[src/rtl/uart_lc_pkg.sv]
package uart_lc_pkg;
  localparam int unsigned LCR_W = 6;
  localparam int unsigned BYTE_W = 8;
  localparam int unsigned FRM_W = 12;
  localparam logic [LCR_W-1:0] LCR_RST = 6'b000001;

  typedef struct packed {
    logic brk;
    logic stick;
    logic even;
    logic par_en;
    logic stop2;
    logic word8;
  } lcr_t;

  // parity bit for a character, honouring word length and stick mode
  function automatic logic par_bit(logic [BYTE_W-1:0] d, logic word8,
                                   logic even, logic stick);
    logic [BYTE_W-1:0] m;
    m = word8 ? d : {1'b0, d[BYTE_W-2:0]};
    if (stick) return ~even;
    return even ? ^m : ~(^m);
  endfunction

  // total bit count of one transmitted frame
  function automatic logic [3:0] frame_bits(lcr_t c);
    return 4'd1 + (c.word8 ? 4'd8 : 4'd7) + {3'b0, c.par_en} + (c.stop2 ? 4'd2 : 4'd1);
  endfunction
endpackage

[src/rtl/uart_lc_reg.sv]
module uart_lc_reg import uart_lc_pkg::*; (
  input  logic             clk,
  input  logic             rst_n,
  input  logic             wr,
  input  logic [LCR_W-1:0] wdata,
  output lcr_t             q
);
  always_ff @(posedge clk or negedge rst_n) begin
    if (!rst_n)  q <= lcr_t'(LCR_RST);
    else if (wr) q <= lcr_t'(wdata);
  end
endmodule

[src/rtl/uart_tx.sv]
module uart_tx import uart_lc_pkg::*; #(
  parameter int unsigned OSR = 16
) (
  input  logic              clk,
  input  logic              rst_n,
  input  logic              tick,
  input  lcr_t              cfg,
  input  logic              valid,
  input  logic [BYTE_W-1:0] data,
  output logic              ready,
  output logic              txd,
  output logic              bit_end
);
  localparam int unsigned CNT_W = $clog2(OSR);
  localparam logic [CNT_W-1:0] CNT_LAST = CNT_W'(OSR - 1);

  logic [FRM_W-1:0] sh, frame;
  logic [3:0]       left;
  logic [CNT_W-1:0] cnt;
  logic             busy;
  logic [3:0]       ppos;

  assign bit_end = busy && tick && (cnt == CNT_LAST);

  always_comb begin
    frame    = '1;
    frame[0] = 1'b0;
    for (int i = 0; i < BYTE_W; i++)
      if (i < BYTE_W - 1 || cfg.word8) frame[i+1] = data[i];
    ppos = cfg.word8 ? 4'd9 : 4'd8;
    if (cfg.par_en) frame[ppos] = par_bit(data, cfg.word8, cfg.even, cfg.stick);
  end

  always_ff @(posedge clk or negedge rst_n) begin
    if (!rst_n) begin
      busy <= 1'b0;
      sh   <= '1;
      left <= '0;
      cnt  <= '0;
    end else if (!busy) begin
      if (valid) begin
        busy <= 1'b1;
        sh   <= frame;
        left <= frame_bits(cfg);
        cnt  <= '0;
      end
    end else if (tick) begin
      cnt <= (cnt == CNT_LAST) ? '0 : cnt + 1'b1;
      if (bit_end) begin
        sh   <= {1'b1, sh[FRM_W-1:1]};
        left <= left - 4'd1;
        if (left == 4'd1) busy <= 1'b0;
      end
    end
  end

  assign ready = !busy;
  assign txd   = cfg.brk ? 1'b0 : sh[0];
endmodule

[src/rtl/uart_rx.sv]
module uart_rx import uart_lc_pkg::*; #(
  parameter int unsigned OSR = 16
) (
  input  logic              clk,
  input  logic              rst_n,
  input  logic              tick,
  input  lcr_t              cfg,
  input  logic              rxd,
  output logic              valid,
  output logic [BYTE_W-1:0] data,
  output logic              par_err,
  output logic              frm_err,
  output logic              brk,
  output logic              snap_word8,
  output logic              snap_par_en,
  output logic              stop_samp
);
  localparam int unsigned CNT_W = $clog2(OSR);
  localparam logic [CNT_W-1:0] CNT_LAST = CNT_W'(OSR - 1);
  localparam logic [CNT_W-1:0] CNT_MID  = CNT_W'(OSR / 2 - 1);

  typedef enum logic [1:0] {RX_IDLE, RX_START, RX_BITS} rx_st_t;

  rx_st_t            st;
  logic [1:0]        sy;
  logic              rxs;
  logic [CNT_W-1:0]  cnt;
  logic [3:0]        idx, dbits;
  logic [BYTE_W-1:0] dat;
  logic              pbit, s_even, s_stick;
  logic              samp;

  assign rxs       = sy[1];
  assign dbits     = snap_word8 ? 4'd8 : 4'd7;
  assign samp      = (st == RX_BITS) && tick && (cnt == CNT_LAST);
  assign stop_samp = samp && (idx == dbits + {3'b0, snap_par_en});

  always_ff @(posedge clk or negedge rst_n) begin
    if (!rst_n) begin
      st <= RX_IDLE; sy <= 2'b11; cnt <= '0; idx <= '0; dat <= '0; pbit <= 1'b0;
      snap_word8 <= 1'b1; snap_par_en <= 1'b0; s_even <= 1'b0; s_stick <= 1'b0;
      valid <= 1'b0; data <= '0; par_err <= 1'b0; frm_err <= 1'b0; brk <= 1'b0;
    end else begin
      sy    <= {sy[0], rxd};
      valid <= 1'b0;
      case (st)
        RX_IDLE: if (tick && !rxs) begin
          st <= RX_START; cnt <= '0;
          snap_word8 <= cfg.word8; snap_par_en <= cfg.par_en;
          s_even <= cfg.even; s_stick <= cfg.stick;
        end
        RX_START: if (tick) begin
          if (cnt == CNT_MID) begin
            cnt <= '0; idx <= '0; dat <= '0; pbit <= 1'b0;
            st  <= rxs ? RX_IDLE : RX_BITS;
          end else cnt <= cnt + 1'b1;
        end
        RX_BITS: if (tick) begin
          cnt <= (cnt == CNT_LAST) ? '0 : cnt + 1'b1;
          if (samp) begin
            idx <= idx + 4'd1;
            if (idx < dbits) dat[idx[2:0]] <= rxs;
            else if (!stop_samp) pbit <= rxs;
            else begin
              valid   <= 1'b1;
              data    <= dat;
              frm_err <= !rxs;
              par_err <= snap_par_en && (pbit != par_bit(dat, snap_word8, s_even, s_stick));
              brk     <= (dat == '0) && (!snap_par_en || !pbit) && !rxs;
              st      <= RX_IDLE;
            end
          end
        end
        default: st <= RX_IDLE;
      endcase
    end
  end
endmodule

[src/rtl/uart_framer.sv]
module uart_framer import uart_lc_pkg::*; #(
  parameter int unsigned OSR = 16
) (
  input  logic              clk,
  input  logic              rst_n,
  input  logic              os_tick,
  input  logic              lcr_wr,
  input  logic [LCR_W-1:0]  lcr_wdata,
  output logic [LCR_W-1:0]  lcr_q,
  input  logic              tx_valid,
  input  logic [BYTE_W-1:0] tx_data,
  output logic              tx_ready,
  output logic              txd,
  input  logic              rxd,
  output logic              rx_valid,
  output logic [BYTE_W-1:0] rx_data,
  output logic              rx_par_err,
  output logic              rx_frm_err,
  output logic              rx_brk
);
  lcr_t cfg;
  logic tx_bit_end_w, rx_word8_w, rx_par_en_w, rx_stop_samp_w;

  uart_lc_reg u_lcr (.clk(clk), .rst_n(rst_n), .wr(lcr_wr), .wdata(lcr_wdata), .q(cfg));
  assign lcr_q = cfg;

  uart_tx #(.OSR(OSR)) u_tx (
    .clk(clk), .rst_n(rst_n), .tick(os_tick), .cfg(cfg), .valid(tx_valid),
    .data(tx_data), .ready(tx_ready), .txd(txd), .bit_end(tx_bit_end_w));

  uart_rx #(.OSR(OSR)) u_rx (
    .clk(clk), .rst_n(rst_n), .tick(os_tick), .cfg(cfg), .rxd(rxd),
    .valid(rx_valid), .data(rx_data), .par_err(rx_par_err), .frm_err(rx_frm_err),
    .brk(rx_brk), .snap_word8(rx_word8_w), .snap_par_en(rx_par_en_w),
    .stop_samp(rx_stop_samp_w));
endmodule

[config.mk]
export PLATFORM = sky130hd
export DESIGN_NAME = uart_framer
export DESIGN_NICKNAME = d
export VERILOG_FILES = /design/src/rtl/uart_lc_pkg.sv /design/src/rtl/uart_lc_reg.sv /design/src/rtl/uart_tx.sv /design/src/rtl/uart_rx.sv /design/src/rtl/uart_framer.sv
export SDC_FILE = /design/constraint.sdc
export NUM_CORES = 1
export LEC_CHECK = 0
export ABC_AREA = 1
export BUFFER_PORTS_ARGS = -buffer_cell sky130_fd_sc_hd__buf_2
export CORE_MARGIN = 5
export CORE_UTILIZATION = 40
export CTS_CLUSTER_SIZE = 10
export DETAILED_ROUTE_END_ITERATION = 7
export GPL_TIMING_DRIVEN = 0
export PLACE_DENSITY = 0.61
export SYNTH_ARGS = -nofsm -noshare
export SYNTH_HDL_FRONTEND = slang
export SYNTH_SLANG_ARGS = --single-unit
export TNS_END_PERCENT = 30
[constraint.sdc]
create_clock -name clk -period 2.8 [get_ports clk]
set_input_delay 0.56 -clock clk [delete_from_list [all_inputs] [get_ports clk]]
set_output_delay 0.56 -clock clk [all_outputs]
set_load 0.01 [all_outputs]
# Word level (Yosys, flattened, before mapping)
# Index checks and enable logic that the tools add are counted.
# classes
n_addsub,8
magnitude_cmp,5
eq_ne,19
mux,90
bitwise,5
n_reduce_logical,32
# op_table
operator,n
2-to-1 mux 4 bit,19
2-to-1 mux 12 bit,5
2-to-1 mux 8 bit,7
2-to-1 mux 1 bit,41
2-to-1 mux 2 bit,9
!= test 2 bit (second input constant),8
case mux 8 bit (2 select lines),1
parity 8 bit,2
AND reduction 7 bit,2
adder 4 x 1 -> 4 bit (second input constant),3
bitwise mux 12 bit,1
case mux 4 bit (3 select lines),1
logical AND 1 bit,11
AND reduction 5 bit,2
adder 4 x 1 -> 4 bit,2
bitwise mux 8 bit,1
== test 4 bit (second input constant),2
zero test 8 bit,1
case mux 4 bit (2 select lines),1
!= test 2 x 1 -> 1 bit (second input constant),3
case mux 2 bit (3 select lines),1
AND reduction 6 bit,1
less-than comparator 4 x 5 -> 1 bit (second input constant),1
NOT 1 bit,5
other kinds (24),29
# word_totals
reg_bits,64
input_bits,20
output_inout_bits,20
wordCells,184

# Logic depth before layout (Yosys ltp)
# depth
depth_word,17
depth_mapped,14
ltp_nobuf,14

# Cells and area by module
# A second synthesis with hierarchy kept.
# unflattened
cells_unflattened,502
area_unflattened_um2,3842.4
# modules_own_cells
module,n_inst,cells_each,area_each_um2,seq_area_each_um2
uart_rx,1,281,2243.4,929.6
uart_tx,1,196,1376.3,488.0
uart_lc_reg,1,25,222.7,151.4

# Worst setup path after synthesis
# OpenSTA, ideal clock, no wires.
# synth_path
kind,reg-to-reg
start,register u_lcr.q[0] in the netlist's numbering
end,register u_tx.left[3]
setup_ns,0.132
t_arrival_ns,1.938
required_ns,2.668
path_slack_ns,0.730
path_stages_with_launch,9
synth_period_minus_slack_ns,2.070
cell_sequence,dfstp_2 -> inv_1 -> ha_1 -> inv_1 -> ha_1 -> a211o_1 -> or2_2 -> a31oi_1 -> a22oi_1
# synth_between
elab_chain_cells,6
# synth_lines
item,line,text
"start, declared",uart_lc_reg.sv:6,output lcr_t q
"start signal, assigned",uart_lc_reg.sv:9,if (!rst_n) q <= lcr_t'(LCR_RST);
"start signal, assigned",uart_lc_reg.sv:10,else if (wr) q <= lcr_t'(wdata);
2-to-1 mux 4 bit,uart_lc_pkg.sv:27,"return 4'd1 + (c.word8 ? 4'd8 : 4'd7) + {3'b0, c.par_en} + (c.stop2 ? 4'd2 : 4'd1);"
adder 1 x 4 -> 4 bit,uart_lc_pkg.sv:27,
adder 4 x 1 -> 4 bit,uart_lc_pkg.sv:27,
adder 4 bit,uart_lc_pkg.sv:27,
2-to-1 mux 4 bit,uart_tx.sv:41,if (valid) begin
2-to-1 mux 4 bit,uart_tx.sv:40,end else if (!busy) begin
"end signal, assigned",uart_tx.sv:44,left <= frame_bits(cfg);
"end signal, assigned",uart_tx.sv:51,left <= left - 4'd1;
"end, declared",uart_tx.sv:18,logic [3:0] left;
# Every way passes these cells. The select of a mux whose other input is x is not followed.
# A chain may end at the register's enable or synchronous reset.

# Worst setup path after layout
# Same ends and word-level chain as after synthesis.

==> results.json <==
{
  "tightest_slew_ns": 0.767,
  "synth.distinct_cells": 42,
  "fmax_mhz": 457,
  "synth_commonest_cells": "110 x nand2_1, 60 x inv_1, 48 x dfrtp_1",
  "regArea_um2": 1570,
  "worstSkewPairLatency_ns": 0.34,
  "ctsResizeCount": 0,
  "wl_per_cell_um": 12.4,
  "worstPathRequired_ns": 3.01,
  "ant_nets": 0,
  "die_height_um": 104,
  "holdWs_ns": 0.287,
  "io_buffer_count": 39,
  "slew_violations": 0,
  "die_area_um2": 10900,
  "relSlewSlack": 0.488,
  "synth_enable_flop_cells": 0,
  "endpoint": "u_tx.left[3]",
  "drc": 0,
  "nFillCells": 858,
  "skew_ns": 0.00730,
  "grt_start_max_net_pins": 63,
  "path_max_fanout": 8,
  "worstSetupStartpoint": "u_lcr.q[0]",
  "avgSynthCellArea_um2": 8.23,
  "cts-root-buf": "clkbuf_8",
  "crit_type": "flip-flop to flip-flop",
  "ir_drop_v": 0.000414,
  "htreeDepth": 3,
  "synth.net_count": 475,
  "post-dp-hpwl_mm": 5.51,
  "yosys_warnings": 0,
  "total_power_mw": 3.34,
  "hp-class": "input pin to asynchronous set/reset pin",
  "crit_arrival_ns": 2.40,
  "dpl_cell_area_um2": 3900,
  "totalWireLength_mm": 7.38,
  "core_area_um2": 8720,
  "p_sw_mw": 1.27,
  "antenna_cells": 0,
  "maxCapViolations": 0,
  "drt_pre_antenna_iters": 4,
  "grt_overflow": 0,
  "design_area_um2": 4100,
  "antenna_found_initial": 0,
  "rrSetupSlack_ns": 0.61,
  "cts.sinks": 62,
  "hold_buffers": 0,
  "period_needed_ns": 2.19,
  "p_leak_nw": 2.13,
  "grt_pass1_vias": 2849,
  "synth_top_area_frac": 0.337,
  "rows": 34,
  "final_nets": 525,
  "cts_tree": "built",
  "grt_pass1_wl_mm": 13.0,
  "finalSetupTns_ns": 0,
  "drtIter0Drc": 68,
  "track_usage": 0.145,
  "clk_path_buf_depth": 2,
  "status": "finished, final reports clean",
  "synth_area_leaders": "dfrtp_1 34%, nand2_1 12%, dfstp_2 10%",
  "worstRegToRegCells": 8,
  "power_frac_comb": 0.369,
  "synthFlopType": "dfrtp_1",
  "die_w_um": 104,
  "cts_buffers": 9,
  "area_growth_pct": 15.1,
  "power_frac_clock": 0.236,
  "p_per_area_nw_per_um2": 815,
  "vias": 2901,
  "hold_viol_final": 0,
  "worstReg2RegStart": "u_lcr.q[0]",
  "multi_input_area_um2": 1690,
  "cpMaxStageDelayCell": "dfstp_2",
  "end_kind": "flip-flop",
  "syn_inst": 433,
  "p_sw_frac": 0.381,
  "cts.clk_slew.worst_paths_ns": 0.07,
  "pwr-share-seq": 0.396,
  "crit_chain": "inv_1, ha_1, inv_1, ha_1, a211o_1, or2_2, a31oi_1, a22oi_1",
  "post_cts_buffers": 0,
  "drive_gt1_frac": 0.227,
  "yosysTopAreaCell": "dfrtp_1",
  "period_share": 0.782,
  "viasPerCell": 4.87,
  "start_kind": "flip-flop",
  "io-pin-count": 40,
  "setup_viol": 0,
  "dpl_worst_slack_ns": 0.596,
  "syn-cell-area_um2": 3560,
  "rsz0062_at_grt": "false",
  "start_util": 0.409,
  "gp_congestion": 0.869,
  "rr_endpoint": "u_tx.left[3]",
  "yosysMostFrequentCell": "nand2_1",
  "fin_ws_ns": 0.610,
  "critPathMaxStageDelay_ns": 0.60,
  "p_int_mw": 2.07,
  "ys_ff_latch": 62,
  "yosysSeqAreaShare": 0.440,
  "async_flop_share": 1.00
}
## layout make-up
cell class | count | area share
Clock buffer | 14 | 0.0470
Multi-Input combinational cell | 296 | 0.413
Tap cell | 108 | 0.0329
Buffer | 7 | 0.00915
Timing Repair Buffer | 39 | 0.0482
Inverter | 68 | 0.0641
Sequential cell | 62 | 0.383
Clock inverter | 2 | 0.00305
## worst min-delay path by stage
stage | endpoint | slack [ns] | cells past startpoint
finish | u_rx.data[7] | 0.29 | 1
floorplan | u_lcr.q[1] | 0.26 | 0
global route | u_rx.sy[0] | 0.29 | 1
CTS | u_rx.sy[0] | 0.29 | 1
detailed placement | u_rx.sy[1] | 0.35 | 0
global placement | u_rx.sy[1] | 0.35 | 0
## kinds of logic (layout without fill, tap and decap cells)
logic type / Yosys count / count (layout) / synth area share
AO/OA/AOI/OAI: 80 / 80 / 0.136
XOR/XNOR: 10 / 10 / 0.0246
adder cells (fa/ha/maj): 22 / 22 / 0.0772
buffers and inverters: 75 / 130 / 0.0843
flip-flops: 62 / 62 / 0.440
multiplexers: 1 / 1 / 0.00316
AND/OR/NAND/NOR: 183 / 183 / 0.235
## power by group through the flow
stage / clock network (mW) / registers [mW] / logic, mW
final: 0.788 / 1.32 / 1.23
after global routing: 0.854 / 1.35 / 1.42
after CTS: 0.816 / 1.32 / 1.25
after detailed placement: 0 / 1.34 / 1.25
after global placement: 0 / 1.33 / 1.20
after floorplan: 0 / 1.30 / 0.996
## critical path: cells and delay by family, from the launching register on
family / cells / cell delay (ns)
compound gates: 3 / 0.54
fa+ha+maj: 2 / 0.49
buf+inv: 2 / 0.17
flops: 1 / 0.60
simple gates: 1 / 0.27
## flip-flops by register name, indices dropped and copies added (netlist names), 2 cells and up
name,flops
u_rx.sy,2
u_rx.data,8
u_rx.idx,4
u_rx.dat,8
u_tx.left,4
u_tx.cnt,4
u_rx.cnt,4
u_rx.st,2
u_lcr.q,6
u_tx.sh,10
## layout by cell type (no fill, tap or decap), types with 2 or more instances in the layout
master    Yosys  final
nand2_1     110    110
nor2_2        4      4
a21oi_1      11     11
and3_1        2      2
nand2_2       5      5
clkbuf_1      3      3
dfrtp_1      48     48
nor3_1        6      6
o22ai_1       2      2
ha_1         22     22
o21ai_0      19     19
nor2_4        3      3
nand2_4       2      2
o21ai_2      10     10
dfstp_2      14     14
xnor2_1       3      3
or2_2         2      2
buf_2         3     41
inv_2         5      5
a31oi_1       7      7
o211ai_1      3      3
o21ai_1      24     24
nor2_1       23     23
xor2_1        7      7
inv_1        60     60
nand3_1      19     19
clkbuf_8      0     14
## layer usage
layer | vias up | part of all wire | routed length (µm) | GRT usage
li1 | 1490 | - | - | -
met5 | - | 0 | 0 | 0
met1 | 1346 | 0.45 | 3340 | 0.179
met3 | 14 | 0.040 | 297 | 0.0366
met4 | 0 | 0.018 | 134 | 0.0611
met2 | 51 | 0.49 | 3610 | 0.238
## stage by stage
stage	util	cells
3_5_place_dp	0.447	580
5_1_grt	0.470	596
4_1_cts	0.470	596
6_report	0.470	596
3_3_place_gp	0.446	580
2_1_floorplan	-	433
Power figures use the tool's default switching activity.
